$ cat config.mk
export PLATFORM = sky130hd
export DESIGN_NAME = dma_channel_engine
export DESIGN_NICKNAME = d
export VERILOG_FILES = /design/src/rtl/dma_chan_pkg.sv /design/src/rtl/dma_datapath.sv /design/src/rtl/dma_sequencer.sv /design/src/rtl/dma_channel_engine.sv
export SDC_FILE = /design/constraint.sdc
export NUM_CORES = 1
export LEC_CHECK = 0
export ABC_AREA = 1
export ABC_CLOCK_PERIOD_IN_PS = 8400
export BUFFER_PORTS_ARGS = -buffer_cell sky130_fd_sc_hd__buf_2
export CAP_MARGIN = 20
export CORE_MARGIN = 2
export CORE_UTILIZATION = 55
export CTS_CLUSTER_DIAMETER = 30
export DETAILED_ROUTE_END_ITERATION = 8
export PLACE_DENSITY = 0.83
export SYNTH_ARGS = -nofsm -noshare
export SYNTH_HDL_FRONTEND = slang
export SYNTH_SLANG_ARGS = --single-unit
$ cat constraint.sdc
create_clock -name clk -period 8.4 [get_ports clk]
set_clock_uncertainty 0.1 [all_clocks]
set_input_delay 0.84 -clock clk [delete_from_list [all_inputs] [get_ports clk]]
set_output_delay 0.84 -clock clk [all_outputs]
set_load 0.05 [all_outputs]
$ cat src/rtl/dma_chan_pkg.sv
package dma_chan_pkg;

  typedef enum logic [1:0] {
    SZ_WORD = 2'b00,
    SZ_BYTE = 2'b01,
    SZ_HALF = 2'b10,
    SZ_RSVD = 2'b11
  } xfer_size_e;

  typedef enum logic [1:0] {
    SEL_CTRL  = 2'd0,
    SEL_SRC   = 2'd1,
    SEL_DST   = 2'd2,
    SEL_COUNT = 2'd3
  } reg_sel_e;

  // Packed so that it maps directly onto control word bits [10:1].
  typedef struct packed {
    xfer_size_e dstSize;
    xfer_size_e srcSize;
    logic       dstInc;
    logic       srcInc;
    logic       autoAlign;
    logic       cycleSteal;
    logic       extEn;
    logic       irqEn;
  } chan_cfg_t;

  localparam int CFG_W = $bits(chan_cfg_t);

  // Strobes from the sequencer to the datapath.
  typedef struct packed {
    logic ldSrc;
    logic ldDst;
    logic ldCnt;
    logic rdBeat;
    logic wrBeat;
    logic offClr;
    logic srcAdv;
    logic dstAdv;
  } dp_strobe_t;

  function automatic logic [2:0] sizeBytes(xfer_size_e s);
    case (s)
      SZ_WORD: sizeBytes = 3'd4;
      SZ_BYTE: sizeBytes = 3'd1;
      SZ_HALF: sizeBytes = 3'd2;
      default: sizeBytes = 3'd0;
    endcase
  endfunction

  // Beats of width narrow needed to cover a unit of width wide.
  function automatic logic [2:0] beatRatio(logic [2:0] wide, logic [2:0] narrow);
    if (wide == narrow)                          beatRatio = 3'd1;
    else if (wide == 3'd4 && narrow == 3'd1)     beatRatio = 3'd4;
    else                                         beatRatio = 3'd2;
  endfunction

  function automatic logic [31:0] laneMask(logic [2:0] nb);
    case (nb)
      3'd1:    laneMask = 32'h0000_00FF;
      3'd2:    laneMask = 32'h0000_FFFF;
      default: laneMask = 32'hFFFF_FFFF;
    endcase
  endfunction

endpackage

$ cat src/rtl/dma_datapath.sv
module dma_datapath
  import dma_chan_pkg::*;
#(
  parameter int AW = 32,
  parameter int CW = 24
) (
  input  logic          clk,
  input  logic          rstN,
  input  dp_strobe_t    stb,
  input  logic [31:0]   loadData,
  input  logic [2:0]    srcBytes,
  input  logic [2:0]    dstBytes,
  input  logic [31:0]   memRdata,
  output logic [AW-1:0] srcAddr,
  output logic [AW-1:0] dstAddr,
  output logic [CW-1:0] count,
  output logic [31:0]   wrData
);

  localparam int OFF_W = 2;

  logic [31:0]      packBuf;
  logic [OFF_W-1:0] laneOff;
  logic [4:0]       shAmt;
  logic [31:0]      rdMask;

  always_comb begin
    shAmt  = {laneOff, 3'b000};
    rdMask = laneMask(srcBytes);
    wrData = (packBuf >> shAmt) & laneMask(dstBytes);
  end

  always_ff @(posedge clk) begin
    if (!rstN) begin
      srcAddr <= '0;
      dstAddr <= '0;
      count   <= '0;
      packBuf <= '0;
      laneOff <= '0;
    end else begin
      if (stb.ldSrc)                     srcAddr <= AW'(loadData);
      else if (stb.rdBeat && stb.srcAdv) srcAddr <= srcAddr + AW'(srcBytes);

      if (stb.ldDst)                     dstAddr <= AW'(loadData);
      else if (stb.wrBeat && stb.dstAdv) dstAddr <= dstAddr + AW'(dstBytes);

      if (stb.ldCnt)                     count <= CW'(loadData);
      else if (stb.wrBeat)               count <= count - CW'(dstBytes);

      if (stb.rdBeat)
        packBuf <= (packBuf & ~(rdMask << shAmt)) | ((memRdata & rdMask) << shAmt);

      if (stb.offClr)                    laneOff <= '0;
      else if (stb.rdBeat)               laneOff <= laneOff + srcBytes[OFF_W-1:0];
      else if (stb.wrBeat)               laneOff <= laneOff + dstBytes[OFF_W-1:0];
    end
  end

  // a write never takes the count below zero
  a_r4_no_underflow: assert property (@(posedge clk) disable iff (!rstN)
    stb.wrBeat |-> (count >= CW'(dstBytes)));

  // the count only moves on a load or a write beat
  a_r4_count_hold: assert property (@(posedge clk) disable iff (!rstN)
    (!stb.ldCnt && !stb.wrBeat) |=> (count == $past(count)));

  // the source address only moves on a load or a read beat
  a_r8_src_hold: assert property (@(posedge clk) disable iff (!rstN)
    (!stb.ldSrc && !stb.rdBeat) |=> (srcAddr == $past(srcAddr)));

  // the destination address only moves on a load or a write beat
  a_r8_dst_hold: assert property (@(posedge clk) disable iff (!rstN)
    (!stb.ldDst && !stb.wrBeat) |=> (dstAddr == $past(dstAddr)));

endmodule

$ cat src/rtl/dma_sequencer.sv
module dma_sequencer
  import dma_chan_pkg::*;
#(
  parameter int CW = 24
) (
  input  logic          clk,
  input  logic          rstN,
  input  logic          regWe,
  input  logic [1:0]    regSel,
  input  logic [31:0]   regWdata,
  input  logic          extReq,
  input  logic          doneClr,
  input  logic          memAck,
  input  logic          memErr,
  input  logic [CW-1:0] count,
  output dp_strobe_t    stb,
  output logic [2:0]    srcBytes,
  output logic [2:0]    dstBytes,
  output logic          memReq,
  output logic          memWe,
  output logic [1:0]    memSize,
  output chan_cfg_t     cfg,
  output logic          busy,
  output logic          done,
  output logic          busErr,
  output logic          cfgErr,
  output logic          irq
);

  typedef enum logic [1:0] {ST_IDLE, ST_READ, ST_WRITE, ST_PAUSE} seq_state_e;

  seq_state_e state, stNext;
  logic [2:0] beats, beatsNext;
  logic       ctrlWr, startBit, reqNow, cfgBad, srcSide;
  logic       loadCfg, setDone, setBus, setCfg, clrFlags;
  chan_cfg_t  wrCfg, effCfg;
  logic [2:0] effS, effD, effL, unitBytes;

  always_comb begin
    ctrlWr   = regWe && (regSel == SEL_CTRL);
    wrCfg    = chan_cfg_t'(regWdata[CFG_W:1]);
    effCfg   = (ctrlWr && state == ST_IDLE) ? wrCfg : cfg;
    startBit = ctrlWr && regWdata[0];
    reqNow   = startBit || (extReq && effCfg.extEn);

    effS   = sizeBytes(effCfg.srcSize);
    effD   = sizeBytes(effCfg.dstSize);
    effL   = (effS >= effD) ? effS : effD;
    cfgBad = (effCfg.srcSize == SZ_RSVD) || (effCfg.dstSize == SZ_RSVD) ||
             (count == '0) || ((count & CW'(effL - 3'd1)) != '0);

    srcBytes  = sizeBytes(cfg.srcSize);
    dstBytes  = sizeBytes(cfg.dstSize);
    srcSide   = (srcBytes >= dstBytes);
    unitBytes = srcSide ? srcBytes : dstBytes;
  end

  always_comb begin
    stNext    = state;
    beatsNext = beats;
    loadCfg   = 1'b0;
    setDone   = 1'b0;
    setBus    = 1'b0;
    setCfg    = 1'b0;
    clrFlags  = 1'b0;
    stb       = '0;
    stb.ldSrc  = regWe && (regSel == SEL_SRC)   && (state == ST_IDLE);
    stb.ldDst  = regWe && (regSel == SEL_DST)   && (state == ST_IDLE);
    stb.ldCnt  = regWe && (regSel == SEL_COUNT) && (state == ST_IDLE);
    stb.srcAdv = cfg.srcInc || (cfg.autoAlign && srcSide);
    stb.dstAdv = cfg.dstInc || (cfg.autoAlign && !srcSide);

    case (state)
      ST_IDLE: begin
        loadCfg = ctrlWr;
        if (reqNow) begin
          clrFlags = 1'b1;
          if (cfgBad) begin
            setDone = 1'b1;
            setCfg  = 1'b1;
          end else begin
            stNext     = ST_READ;
            beatsNext  = beatRatio(effL, effS);
            stb.offClr = 1'b1;
          end
        end
      end
      ST_READ: begin
        if (memErr) begin
          setDone = 1'b1;
          setBus  = 1'b1;
          stNext  = ST_IDLE;
        end else if (memAck) begin
          stb.rdBeat = 1'b1;
          if (beats == 3'd1) begin
            stb.offClr = 1'b1;
            stNext     = ST_WRITE;
            beatsNext  = beatRatio(unitBytes, dstBytes);
          end else begin
            beatsNext = beats - 3'd1;
          end
        end
      end
      ST_WRITE: begin
        if (memErr) begin
          setDone = 1'b1;
          setBus  = 1'b1;
          stNext  = ST_IDLE;
        end else if (memAck) begin
          stb.wrBeat = 1'b1;
          if (beats == 3'd1) begin
            stb.offClr = 1'b1;
            if (count == CW'(dstBytes)) begin
              setDone = 1'b1;
              stNext  = ST_IDLE;
            end else if (cfg.cycleSteal) begin
              stNext = ST_PAUSE;
            end else begin
              stNext    = ST_READ;
              beatsNext = beatRatio(unitBytes, srcBytes);
            end
          end else begin
            beatsNext = beats - 3'd1;
          end
        end
      end
      default: begin
        if (reqNow) begin
          stNext     = ST_READ;
          beatsNext  = beatRatio(unitBytes, srcBytes);
          stb.offClr = 1'b1;
        end
      end
    endcase
  end

  always_ff @(posedge clk) begin
    if (!rstN) begin
      state  <= ST_IDLE;
      beats  <= '0;
      cfg    <= '0;
      done   <= 1'b0;
      busErr <= 1'b0;
      cfgErr <= 1'b0;
    end else begin
      state <= stNext;
      beats <= beatsNext;
      if (loadCfg) cfg <= wrCfg;

      if (setDone)                 done <= 1'b1;
      else if (clrFlags || doneClr) done <= 1'b0;

      if (setBus)        busErr <= 1'b1;
      else if (clrFlags) busErr <= 1'b0;

      if (setCfg)        cfgErr <= 1'b1;
      else if (clrFlags) cfgErr <= 1'b0;
    end
  end

  always_comb begin
    memReq  = (state == ST_READ) || (state == ST_WRITE);
    memWe   = (state == ST_WRITE);
    memSize = (state == ST_WRITE) ? cfg.dstSize : cfg.srcSize;
    busy    = (state != ST_IDLE);
    irq     = cfg.irqEn && done;
  end

  // an unanswered access keeps its direction and size
  a_r7_req_hold: assert property (@(posedge clk) disable iff (!rstN)
    (memReq && !memAck && !memErr) |=> (memReq && $stable(memWe) && $stable(memSize)));

  // an error response ends all bus activity and flags it
  a_r10_fault_halts: assert property (@(posedge clk) disable iff (!rstN)
    (memReq && memErr) |=> (!memReq && done && busErr));

  // a configuration error never coexists with bus activity
  a_r11_cfg_quiet: assert property (@(posedge clk) disable iff (!rstN)
    cfgErr |-> !memReq);

  // after a non-final unit in cycle-steal mode the bus goes quiet
  a_r5_one_unit: assert property (@(posedge clk) disable iff (!rstN)
    (memWe && memAck && !memErr && cfg.cycleSteal && beats == 3'd1 &&
     count != CW'(dstBytes)) |=> (busy && !memReq));

endmodule

$ cat src/rtl/dma_channel_engine.sv
module dma_channel_engine
  import dma_chan_pkg::*;
#(
  parameter int AW = 32,
  parameter int CW = 24
) (
  input  logic          clk,
  input  logic          rstN,
  input  logic          regWe,
  input  logic [1:0]    regSel,
  input  logic [31:0]   regWdata,
  input  logic          extReq,
  input  logic          doneClr,
  output logic          memReq,
  output logic          memWe,
  output logic [AW-1:0] memAddr,
  output logic [1:0]    memSize,
  output logic [31:0]   memWdata,
  input  logic [31:0]   memRdata,
  input  logic          memAck,
  input  logic          memErr,
  output logic [31:0]   ctrlWord,
  output logic [AW-1:0] curSrc,
  output logic [AW-1:0] curDst,
  output logic [CW-1:0] bytesLeft,
  output logic          busy,
  output logic          done,
  output logic          busErr,
  output logic          cfgErr,
  output logic          irq
);

  dp_strobe_t stb;
  chan_cfg_t  cfg;
  logic [2:0] srcBytes, dstBytes;

  dma_sequencer #(.CW(CW)) u_seq (
    .clk      (clk),
    .rstN     (rstN),
    .regWe    (regWe),
    .regSel   (regSel),
    .regWdata (regWdata),
    .extReq   (extReq),
    .doneClr  (doneClr),
    .memAck   (memAck),
    .memErr   (memErr),
    .count    (bytesLeft),
    .stb      (stb),
    .srcBytes (srcBytes),
    .dstBytes (dstBytes),
    .memReq   (memReq),
    .memWe    (memWe),
    .memSize  (memSize),
    .cfg      (cfg),
    .busy     (busy),
    .done     (done),
    .busErr   (busErr),
    .cfgErr   (cfgErr),
    .irq      (irq)
  );

  dma_datapath #(.AW(AW), .CW(CW)) u_dp (
    .clk      (clk),
    .rstN     (rstN),
    .stb      (stb),
    .loadData (regWdata),
    .srcBytes (srcBytes),
    .dstBytes (dstBytes),
    .memRdata (memRdata),
    .srcAddr  (curSrc),
    .dstAddr  (curDst),
    .count    (bytesLeft),
    .wrData   (memWdata)
  );

  always_comb begin
    memAddr  = memWe ? curDst : curSrc;
    ctrlWord = {{(31-CFG_W){1'b0}}, cfg, 1'b0};
  end

endmodule

**Word-level counts from Yosys, hierarchy flattened**

Cells that the tools add are included.

- Reduce and logical (&&, ||, !) cells: 48
- Add/sub/neg operators: 7
- Order comparisons: 2
- Bitwise operators: 7
- Shift-type cells: 3
- Eq/ne operators: 39
- Muxes and demuxes: 79

Operator list:

| cell | number |
|---|---|
| $mux W32 | 5 |
| $pmux W32 S2 | 2 |
| $and A32 B32 Y32 | 3 |
| $add A32 B3 Y32 | 2 |
| $shl A32 B5 Y32 | 2 |
| $mux W3 | 19 |
| $mux W24 | 2 |
| $pmux W3 S3 | 5 |
| $mux W2 | 16 |
| $not A32 Y32 | 1 |
| $or A32 B32 Y32 | 1 |
| $shr A32 B5 Y32 | 1 |
| $mux W1 | 26 |
| $and A24 B24 Y24 | 1 |
| $eq A24 B3 Y1 | 1 |
| $logic_not A24 Y1 | 1 |
| $reduce_bool A24 Y1 | 1 |
| $sub A24 B3 Y24 | 1 |
| $eq A2 B2 Y1 const B | 9 |
| $logic_and A1 B1 Y1 | 18 |
| $reduce_bool A2 Y1 | 8 |
| $eq A2 B1 Y1 const B | 6 |
| $eq A3 B1 Y1 const B | 4 |
| $logic_not A2 Y1 | 6 |
| other kinds (22) | 44 |

- Word-level logic and storage cells: 203
- Flip-flop bits (word level): 140
- Output and inout bits: 193
- Bits of input ports: 73

**Longest topological paths before layout**

Gate-level depths: netlist (run 1).

- Word-level depth: 16
- Mapped depth: 30
- Mapped depth without buffers: 30

**By module**

A second synthesis (run 1) with hierarchy kept.

- Cells, all modules: 1859
- Area, all modules: 11060.6 sq um

Modules (own cells, without submodules):

| module | area each (sq um) | times used | cells an instance | sequential area each (sq um) |
|---|---|---|---|---|
| dma_datapath | 8505.7 | 1 | 1412 | 2442.3 |
| dma_sequencer | 1894.3 | 1 | 320 | 360.3 |
| dma_channel_engine | 660.6 | 1 | 127 | 0.0 |

**Least setup slack after synthesis (run 1)**

No wires, ideal clock.

- Path type: register to output
- From: register, netlist name u_seq.cfg[9]
- To: output memWdata[10]
- Buffers on the path: 1
- Stages on the path, launching flop included: 7
- Required time: 7460 ps
- Arrival: 2668 ps
- Slack: 4792 ps
- Path through: dfxtp_1 inv_1 ha_1 inv_1 clkbuf_1 o21ai_0 a211oi_1

- Cells in the longest elaborated chain, start to end: 5
- Elaborated cells between the ends (all ways): 8
- Classes of those cells: 4 x eq/ne; 2 x mux; 1 x bitwise; 1 x reduce/logical

RTL lines:

| item | RTL line | source |
|---|---|---|
| $eq A2 B2 Y1 (tied with other cells) | dma_chan_pkg.sv:44 | `case (s)` |
| $pmux W3 S3 (*) | dma_chan_pkg.sv:44 |  |
| $eq A3 B2 Y1 / $eq A3 B1 Y1 (equally long branches) | dma_chan_pkg.sv:60 | `case (nb)` |
| $pmux W32 S2 (*) | dma_chan_pkg.sv:60 |  |
| $and A32 B32 Y32 (*) | dma_datapath.sv:30 | `wrData = (packBuf >> shAmt) & laneMask(dstBytes);` |
| to (decl) | dma_channel_engine.sv:18 | `output logic [31:0] memWdata,` |

Mark *: on every way between the ends. The rest lies on a longest branch, timed or not.

**Worst setup path after layout (run 1)**

- From: register u_dp.laneOff[0]
- To: output memWdata[14]

- Cells in the longest elaborated chain, start to end: 2

RTL lines:

| item | RTL line | source |
|---|---|---|
| from (decl) | dma_datapath.sv:23 | `logic [OFF_W-1:0] laneOff;` |
| from (signal assigned) | dma_datapath.sv:54 | `else if (stb.rdBeat) laneOff <= laneOff + srcBytes[OFF_W-1:0];` |
| from (signal assigned) | dma_datapath.sv:55 | `else if (stb.wrBeat) laneOff <= laneOff + dstBytes[OFF_W-1:0];` |
| $shr A32 B5 Y32 | dma_datapath.sv:30 |  |
| $and A32 B32 Y32 | dma_datapath.sv:30 |  |

Every way passes these cells.

==> impl_metrics.toml, run 1 <==
[timing]
rsz0062_at_grt = "no"
period_minus_slack_ps = 4420
fin_crit_sh_pct = 52.6
maxSlewViolCount = 0
setup_violations = 0
fmax_mhz = 226
setup-tns-final_ps = 0
max_slew.worst_pin.slew_ps = 1030
max-slew-margin-rel_pct = 30.8
hold_viol = 0

[cts]
htreeDepth = 4
cts_sinks = 140
clk_path_buf_depth = 2
clk_pin_slew_worst_paths_ps = 60
cts_hold_buffers = 0
post_cts_resized = 0
clockRootBuffer = "clkbuf_16"
cts_tree = "done"
clk_latency_ps = 440
numCtsBuffers = 17
post_cts.repair.setup_buffers = 0

[pwr]
pwr-share-clk_pct = 28.3
intPower_mw = 1.59
power.leakage_nw = 5.49
power_frac_comb_pct = 43.1
p_per_area_nw_per_um2 = 243
finalPower_mw = 2.89
p_switching_mw = 1.30
seq_power_share_pct = 28.7
switching_share_pct = 45.0
vdd_drop_max_mv = 0.183

[cells_and_area]
nets = 1889
final_util_pct = 66.6
stdcell_area_um2 = 11900
fillers = 1618
area_delta_synth_final_pct = 19.2
insertedDiodeCount = 0
drive_gt1_share_pct = 18.1

[synthesis]
ys_warn_count = 0
yosysTopAreaCell = "dfxtp_1"
synthDistinctLibCells = 50
synth_seq_area_share_pct = 28.1
synth_top_area_share_pct = 28.1
yosysMostFrequentCell = "nand2_1"
netlist_area_um2 = 9960
synthCells = 1570
syn_avg_cell_area_um2 = 6.34
synthFlopType = "dfxtp_1"
ys_top_cells_by_area = "dfxtp_1, nand2_1, inv_1"
synth_seq_cells = 140
synth_edf_count = 0
synthTopCellsByCount = "nand2_1, inv_1, nor2_1"
async_flop_share_pct = 0

[worst_setup_path]
crit_path_start_kind = "flop"
worstPathRequired_ps = 7460
timing_worst_setup_path_type = "flop to output port"
end_kind = "output port"
crit_fanout = 32
cp_data_arrival_time_ps = 3480

[detailed_routing]
drt-initial-drc-count = 1393
vias_per_cell = 5.88
wl_um = 36100
drt-pass1-iter-count = 6
wl_per_cell_um = 17.8
drc = 0
vias = 11900
postRouteAntennaNets = 0

[global_route]
gr-total-overflow = 0
grt_pass1_wl_um = 57100
grt_max_degree = 108
antenna_found_initial = 0
grt_usage_pct = 36.5
grt_pass1_vias = 11000

[placed_design]
gp_congestion = 1.01
place_area_um2 = 11200
hpwl_um = 26500
port_buffers = 243

[floorplan]
die_h_um = 139
start_util_pct = 55.8
die_x_um = 139
dieArea_um2 = 19200
coreArea_um2 = 17800
io_pins = 266
rows = 49

[worst_hold_path]
hp-class = "flop to flop"

[status]
outcome = "completed"

[run]
drv_cap = 0
-- routing by layer --
| layer | up-vias | routed length (um) | track usage [%] | part of all wire (%) |
|---|---|---|---|---|
| met1 | 5441 | 13600 | 46.2 | 38 |
| met3 | 140 | 3860 | 6.98 | 11 |
| met4 | 0 | 1760 | 17.1 | 4.9 |
| met2 | 781 | 16800 | 60.4 | 47 |
| met5 | - | 0 | 0 | 0 |
| li1 | 5543 | - | - | - |
-- layout by cell type (no fill, tap or decap), drive strengths merged, types with 17 or more instances in the layout --
| master | instances |
|---|---|
| nand2 | 461 |
| buf | 254 |
| nor2 | 170 |
| inv | 167 |
| dfxtp | 140 |
| o21ai | 108 |
| a21oi | 70 |
| nand3 | 62 |
| xor2 | 57 |
| a31oi | 56 |
| nor3 | 34 |
| ha | 29 |
| nand4 | 22 |
| conb | 22 |
| clkbuf | 21 |
| o22ai | 17 |
-- per-stage QoR --
step	hold slack [ps]	cells	worst slack (ps)
3_5_place_dp	371	1992	4230
6_report	379	2026	3980
5_1_grt	406	2026	3620
3_3_place_gp	349	1992	4370
2_1_floorplan	350	1591	4790
4_1_cts	377	2024	4160
-- power by group through the flow --
stage	logic, mW	clock network, mW	registers [mW]
after floorplan	0.769	0	0.997
after global placement	1.20	0	0.835
after detailed placement	1.22	0	0.837
after CTS	1.22	0.811	0.824
after global routing	1.35	0.843	0.837
final	1.24	0.815	0.828
-- area by class of cell --
cell class / instances / area [um2] / area share, %
Clock inverter: 11 / 165 / 1.39
Tap cell: 229 / 287 / 2.41
Inverter: 171 / 642 / 5.40
Multi-Input combinational cell: 1200 / 6190 / 52.1
Clock buffer: 21 / 460 / 3.88
Sequential cell: 140 / 2800 / 23.6
Timing Repair Buffer: 254 / 1330 / 11.2
-- path summary, 6_finish.rpt --
kind                   startpoint                to  depth (start not counted)  slack, ps
setup / recovery  u_dp.laneOff[0]      memWdata[14]                          7       3980
setup reg to reg     u_seq.cfg[7]  u_dp.dstAddr[17]                         15       4090
hold / removal    u_dp.packBuf[8]   u_dp.packBuf[8]                          2        380
hold reg to reg   u_dp.packBuf[8]   u_dp.packBuf[8]                          2        380
-- registers in the layout, indices dropped and copies added, names as in the netlist --
name          flops
u_dp.dstAddr     32
u_dp.laneOff      2
u_seq.beats       3
u_seq.cfgErr      1
u_seq.done        1
u_seq.busErr      1
u_dp.packBuf     32
u_seq.state       2
u_seq.cfg        10
u_dp.srcAddr     32
u_dp.count       24
-- cell families (layout without fill, tap and decap cells) --
kind of cell,Yosys count,count (layout),share of synthesized area [%]
and+or+nand+nor,766,766,32.3
AOI/OAI and AO/OA,302,302,17.7
buffers and inverters,251,457,10.6
DFF,140,140,28.1
xor gates and xnor gates,70,70,6.16
adders and majority gates,32,32,4.25
muxes,8,8,0.804
other,1,22,0.0376
-- critical path: stages (launching register included) --
cell and delay [ps]:
dfxtp_1 310, buf_4 350, inv_1 440, nor2_1 790, inv_1 480, o21ai_0 320, a211oi_1 90, buf_2 260
Note: power is estimated with default switching activity, not from simulation.
==> run 2: changes to the inputs <==
--- a/config.mk
+++ b/config.mk
@@ -6,14 +6,14 @@
 export NUM_CORES = 1
 export LEC_CHECK = 0
 export ABC_AREA = 1
-export ABC_CLOCK_PERIOD_IN_PS = 8400
+export ABC_CLOCK_PERIOD_IN_PS = 3700
 export BUFFER_PORTS_ARGS = -buffer_cell sky130_fd_sc_hd__buf_2
 export CAP_MARGIN = 20
 export CORE_MARGIN = 2
-export CORE_UTILIZATION = 55
+export CORE_UTILIZATION = 49
 export CTS_CLUSTER_DIAMETER = 30
 export DETAILED_ROUTE_END_ITERATION = 8
-export PLACE_DENSITY = 0.83
+export PLACE_DENSITY = 0.78
 export SYNTH_ARGS = -nofsm -noshare
 export SYNTH_HDL_FRONTEND = slang
 export SYNTH_SLANG_ARGS = --single-unit
==> constraint.sdc (replaced) <==
create_clock -name clk -period 3.7 [get_ports clk]
set_clock_uncertainty 0.1 [all_clocks]
set_input_delay 0.37 -clock clk [delete_from_list [all_inputs] [get_ports clk]]
set_output_delay 0.37 -clock clk [all_outputs]
set_load 0.05 [all_outputs]
==> run 2 against run 1 <==
Against the previous run: non-clock buffer count up 24; die area rose by 12%; clock-buffer cell count did not move; sequential share of layout area shrank 0.52 points; sequential power increased by 130%; setup slack got worse by 3800 ps; critical endpoint is now u_seq.beats[0].
==> impl_metrics.toml, run 2 (synthesized netlist as in run 1, its figures left out) <==
[worst_setup_path]
crit_family = "simple AND/OR/NAND/NOR gates"
crit_fanout = 7
timing_worst_setup_path_type = "flop to flop"
worstPathRequired_ps = 3920
end_kind = "flop"
r2r_setup_slack_ps = 160
cp_data_arrival_time_ps = 3760
crit_path_top_delay_cell = "dfxtp_4"
crit_buf_inv = 6
cpPeakStageDelay_ps = 360
crit_path_start_kind = "flop"
cpMostUsedCell = "nand2_1"

[global_route]
gr-total-overflow = 0
antenna_found_initial = 1
grt_usage_pct = 32.6
grt_pass1_wl_um = 56000
grt_pass1_vias = 10800
grt_max_degree = 69

[timing]
max-slew-margin-rel_pct = 47.2
hold_viol = 0
setup-tns-final_ps = 0
worst_slack_ps = 162
fmax_mhz = 283
rsz0062_at_grt = "yes"
setup_violations = 0
fin_crit_sh_pct = 95.6
maxSlewViolCount = 0
max_slew.worst_pin.slew_ps = 787
period_minus_slack_ps = 3540

[detailed_routing]
wl_um = 36200
postRouteAntennaNets = 0
vias_per_cell = 5.63
wl_per_cell_um = 17.3
drt-pass1-iter-count = 5
drc = 0
vias = 11800
drt-initial-drc-count = 960

[status]
outcome = "completed"

[pwr]
switching_share_pct = 45.3
power_frac_comb_pct = 44.3
intPower_mw = 3.62
p_switching_mw = 2.99
vdd_drop_max_mv = 0.359
power.leakage_nw = 5.61
pwr-share-clk_pct = 27.2
seq_power_share_pct = 28.4
p_per_area_nw_per_um2 = 543

[floorplan]
coreArea_um2 = 20100
rows = 52
die_x_um = 147
die_h_um = 147
dieArea_um2 = 21500
io_pins = 266
start_util_pct = 49.5

[cts]
numCtsBuffers = 17
clk_path_buf_depth = 2
cts_sinks = 140
clk_latency_ps = 430
htreeDepth = 4
clockRootBuffer = "clkbuf_16"
cts_tree = "done"
clk_pin_slew_worst_paths_ps = 60

[placed_design]
gp_congestion = 1.01
hpwl_um = 27600
place_ws_ps = -9.37
place_area_um2 = 11400
port_buffers = 243
dp_cells = 2055

[cells_and_area]
final_cell_mix = "nand2_1, buf_2, nor2_1, inv_1, dfxtp_1"
nets = 1914
drive_gt1_share_pct = 20.5
stdcell_area_um2 = 12200
fin_cells = 2093
multiInputGateArea_um2 = 6290
top_regs = "u_dp.dstAddr (32), u_dp.packBuf (32), u_dp.srcAddr (32)"
fillers = 1923
final_common_cell = "nand2_1"
area_delta_synth_final_pct = 22.2
seq_area_um2 = 2810
final_util_pct = 60.6

[run]
drv_cap = 0

[worst_hold_path]
hp-class = "input pin to flop"
## run 2: cell count changes in the layout (fill, tap and decap cells not counted), moves of 5 or more
cell / previous run / this run
inv_1: 159 / 153
inv_2: 7 / 12
nand2_1: 452 / 446
nand2_2: 7 / 12
buf_4: 9 / 35
## run 2: layer usage
metal | vias to the layer above | global-route usage [%] | wire length, um
li1 | 5600 | - | -
met1 | 5451 | 41.5 | 14600
met2 | 627 | 53.2 | 16700
met3 | 105 | 6.19 | 3250
met4 | 0 | 16.1 | 1740
met5 | - | 0 | 0
## run 2: repair_timing
action,CTS,global route
endpoints found under the setup margin,5,12
pin swaps,0,6
gates cloned,0,1
setup buffers,0,4
hold buffers,0,0
gates resized for setup,2,30
## run 2: final cells by class
| class | instances | share of cell area (%) |
|---|---|---|
| Clock buffer | 21 | 3.86 |
| Antenna cell | 1 | 0.0206 |
| Tap cell | 270 | 2.77 |
| Sequential cell | 140 | 23.1 |
| Inverter | 171 | 5.28 |
| Clock inverter | 11 | 1.16 |
| Multi-Input combinational cell | 1201 | 51.7 |
| Timing Repair Buffer | 278 | 12.1 |
## run 2: metrics by stage
step	hold WS (ps)	total power, mW
after floorplan	350	4.01
after detailed placement	360	4.70
after global routing	139	6.95
after CTS	104	6.49
after global placement	352	4.68
final	111	6.61
## run 2: path summary, 6_finish.rpt
path	start	end	depth (start not counted)
worst max-delay path	u_seq.state[0]	u_seq.beats[0]	29
worst min-delay path	doneClr	u_seq.done	3
worst min register to register	u_seq.busErr	u_seq.busErr	2
worst max register to register	u_seq.state[0]	u_seq.beats[0]	29
## run 2: worst min-delay path, stage by stage
cell and delay, ps:
buf_2 70, nand3b_1 90, a21oi_1 60
## run 2: power by group through the flow
stage / Sequential [mW] / Clock [mW] / Combinational [mW]
after floorplan: 2.26 / 0 / 1.75
after global placement: 1.90 / 0 / 2.78
after detailed placement: 1.90 / 0 / 2.81
after CTS: 1.87 / 1.80 / 2.82
after global routing: 1.90 / 1.87 / 3.18
final: 1.88 / 1.80 / 2.93
==> run 3: changes to the inputs <==
--- a/config.mk
+++ b/config.mk
@@ -6,7 +6,7 @@
 export NUM_CORES = 1
 export LEC_CHECK = 0
 export ABC_AREA = 1
-export ABC_CLOCK_PERIOD_IN_PS = 3700
+export ABC_CLOCK_PERIOD_IN_PS = 3200
 export BUFFER_PORTS_ARGS = -buffer_cell sky130_fd_sc_hd__buf_2
 export CAP_MARGIN = 20
 export CORE_MARGIN = 2
==> constraint.sdc (replaced) <==
create_clock -name clk -period 3.2 [get_ports clk]
set_clock_uncertainty 0.1 [all_clocks]
set_input_delay 0.32 -clock clk [delete_from_list [all_inputs] [get_ports clk]]
set_output_delay 0.32 -clock clk [all_outputs]
set_load 0.05 [all_outputs]
==> run 3 against run 2 <==
Against the previous run: the run now ends with negative setup slack left; die area unchanged; critical endpoint is now u_seq.beats[2]; largest cell class unchanged; combinational power increased by 24%; routed wire length increased by 3.9%; non-clock buffer count increased by 50; core utilization increased by 3.0 points; register-to-register slack got worse by 310 ps; sequential cell count unchanged.
==> impl_metrics.toml, run 3 (synthesized netlist as in run 1, its figures left out) <==
[detailed_routing]
vias_per_cell = 5.64
postRouteAntennaNets = 0
wl_um = 37700
wl_per_cell_um = 17.6
drc = 0
drt-pass1-iter-count = 5
vias = 12100
drt-initial-drc-count = 967

[cells_and_area]
final_cell_mix = "nand2_1, buf_2, nor2_1, inv_1, dfxtp_1"
multiInputGateArea_um2 = 6490
area_delta_synth_final_pct = 28.3
drive_gt1_share_pct = 25.4
seq_area_um2 = 2810
final_common_cell = "nand2_1"
fillers = 1829
top_regs = "u_dp.dstAddr (32), u_dp.packBuf (32), u_dp.srcAddr (32)"
nets = 1964

[worst_setup_path]
crit_start = "u_seq.state[0]"
crit_fanout = 6
crit_family = "simple AND/OR/NAND/NOR gates"
regToRegStartpoint = "u_seq.state[0]"
crit_buf_inv = 7
crit_path_top_delay_cell = "dfxtp_2"
crit_path_start_kind = "flop"
timing_worst_setup_path_type = "flop to flop"
r2r_setup_slack_ps = -150
cpPeakStageDelay_ps = 320
reg2reg_depth = 28
cpMostUsedCell = "nand2_2"
cp.depth = 28
setup.worst_path.end = "u_seq.beats[2]"
reg2reg_to = "u_seq.beats[2]"
cp_data_arrival_time_ps = 3570
end_kind = "flop"
worstPathRequired_ps = 3430

[worst_hold_path]
hp-class = "input pin to flop"
hold_start = "doneClr"

[floorplan]
io_pins = 266
die_x_um = 147
rows = 52
dieArea_um2 = 21500
coreArea_um2 = 20100
die_h_um = 147
start_util_pct = 49.5

[timing]
maxSlewViolCount = 0
fmax_mhz = 299
worst_slack_ps = -147
rsz0062_at_grt = "yes"
hold_viol = 0
max_slew.worst_pin.slew_ps = 776
setup_violations = 8
max-slew-margin-rel_pct = 47.9
fin_crit_sh_pct = 105
period_minus_slack_ps = 3350

[pwr]
seq_power_share_pct = 27.6
pwr-share-clk_pct = 26.3
p_switching_mw = 3.57
power.leakage_nw = 5.87
finalPower_mw = 7.86
power_frac_comb_pct = 46.1
vdd_drop_max_mv = 0.391
p_per_area_nw_per_um2 = 615
switching_share_pct = 45.4
intPower_mw = 4.29

[global_route]
grt_pass1_wl_um = 58400
antenna_found_initial = 1
grt_max_degree = 69
grt_pass1_vias = 11200
grt_usage_pct = 34.0
gr-total-overflow = 0

[cts]
clockRootBuffer = "clkbuf_16"
cts_hold_buffers = 0
htreeDepth = 4
cts_tree = "done"
clk_path_buf_depth = 2
numCtsBuffers = 17
clk_latency_ps = 430
clk_pin_slew_worst_paths_ps = 60
cts_sinks = 140

[placed_design]
place_ws_ps = -124
hpwl_um = 28100
gp_congestion = 0.978
port_buffers = 243

[status]
outcome = "finished, violations left"
violations = "negative setup slack"

[run]
drv_cap = 0
-- run 3: cell types whose count changed in the layout (fill, tap and decap cells not counted), sizes merged --
| cell | before | now |
|---|---|---|
| buf | 278 | 328 |
| clkbuf | 21 | 19 |
| clkinvlp | 3 | 2 |
| inv | 165 | 166 |
-- run 3: power groups by stage --
stage               logic, mW  clock network [mW]  registers, mW
floorplan                2.05                   0           2.62
global placement         3.37                   0           2.19
detailed placement       3.40                   0           2.20
CTS                      3.49                2.06           2.16
global route             3.89                2.14           2.20
finish                   3.62                2.07           2.17
-- run 3: area by class of cell --
class / instances / area share (%)
inverters: 171 / 5.12
multi-input cells: 1201 / 50.7
well taps: 270 / 2.64
flip-flops and latches: 140 / 22.0
clock buffers: 19 / 3.54
diodes: 1 / 0.0196
clock inverters: 11 / 1.13
repair buffers: 328 / 14.8
-- run 3: worst min path at each step --
stage | slack (ps) | to | cells past startpoint
2_1_floorplan | 350 | u_dp.packBuf[21] | 2
3_3_place_gp | 350 | u_seq.busErr | 2
3_5_place_dp | 350 | u_seq.busErr | 2
4_1_cts | 50 | u_seq.done | 3
5_1_grt | 60 | u_seq.done | 3
6_report | 60 | u_seq.done | 3
-- run 3: worst reg2reg max path: cells and delay by family (launching register included) --
| kind | cells | cell delay (ps) |
|---|---|---|
| buffers and inverters | 7 | 620 |
| AO/OA/AOI/OAI | 3 | 370 |
| AND/OR/NAND/NOR | 16 | 1450 |
| flip-flops | 1 | 320 |
| adder cells (fa/ha/maj) | 2 | 410 |
-- run 3: per-stage QoR --
step | cell area [um2] | hold WS [ps] | instances | util [%] | setup TNS (ps)
floorplan | 10100 | 350 | 1591 | - | -117
global placement | 11800 | 347 | 2088 | 58.5 | -152
detailed placement | 11800 | 355 | 2088 | 58.5 | -1070
CTS | 12500 | 48.0 | 2132 | 62.1 | -397
global route | 12800 | 59.7 | 2140 | 63.6 | -3050
finish | 12800 | 55.4 | 2141 | 63.6 | -975
-- run 3: what timing repair did --
item | in CTS | in global routing
gates resized for setup | 8 | 64
setup endpoints to repair | 22 | 35
buffers inserted | 13 | 8
pin swaps | 6 | 34
gates cloned | 1 | 0
-- run 3: routing by layer --
metal / wire length [um] / vias up / GRT usage [%]
li1: - / 5691 / -
met1: 14900 / 5608 / 43.1
met2: 17500 / 661 / 55.8
met3: 3390 / 118 / 5.88
met4: 1840 / 0 / 16.8
met5: 0 / - / 0
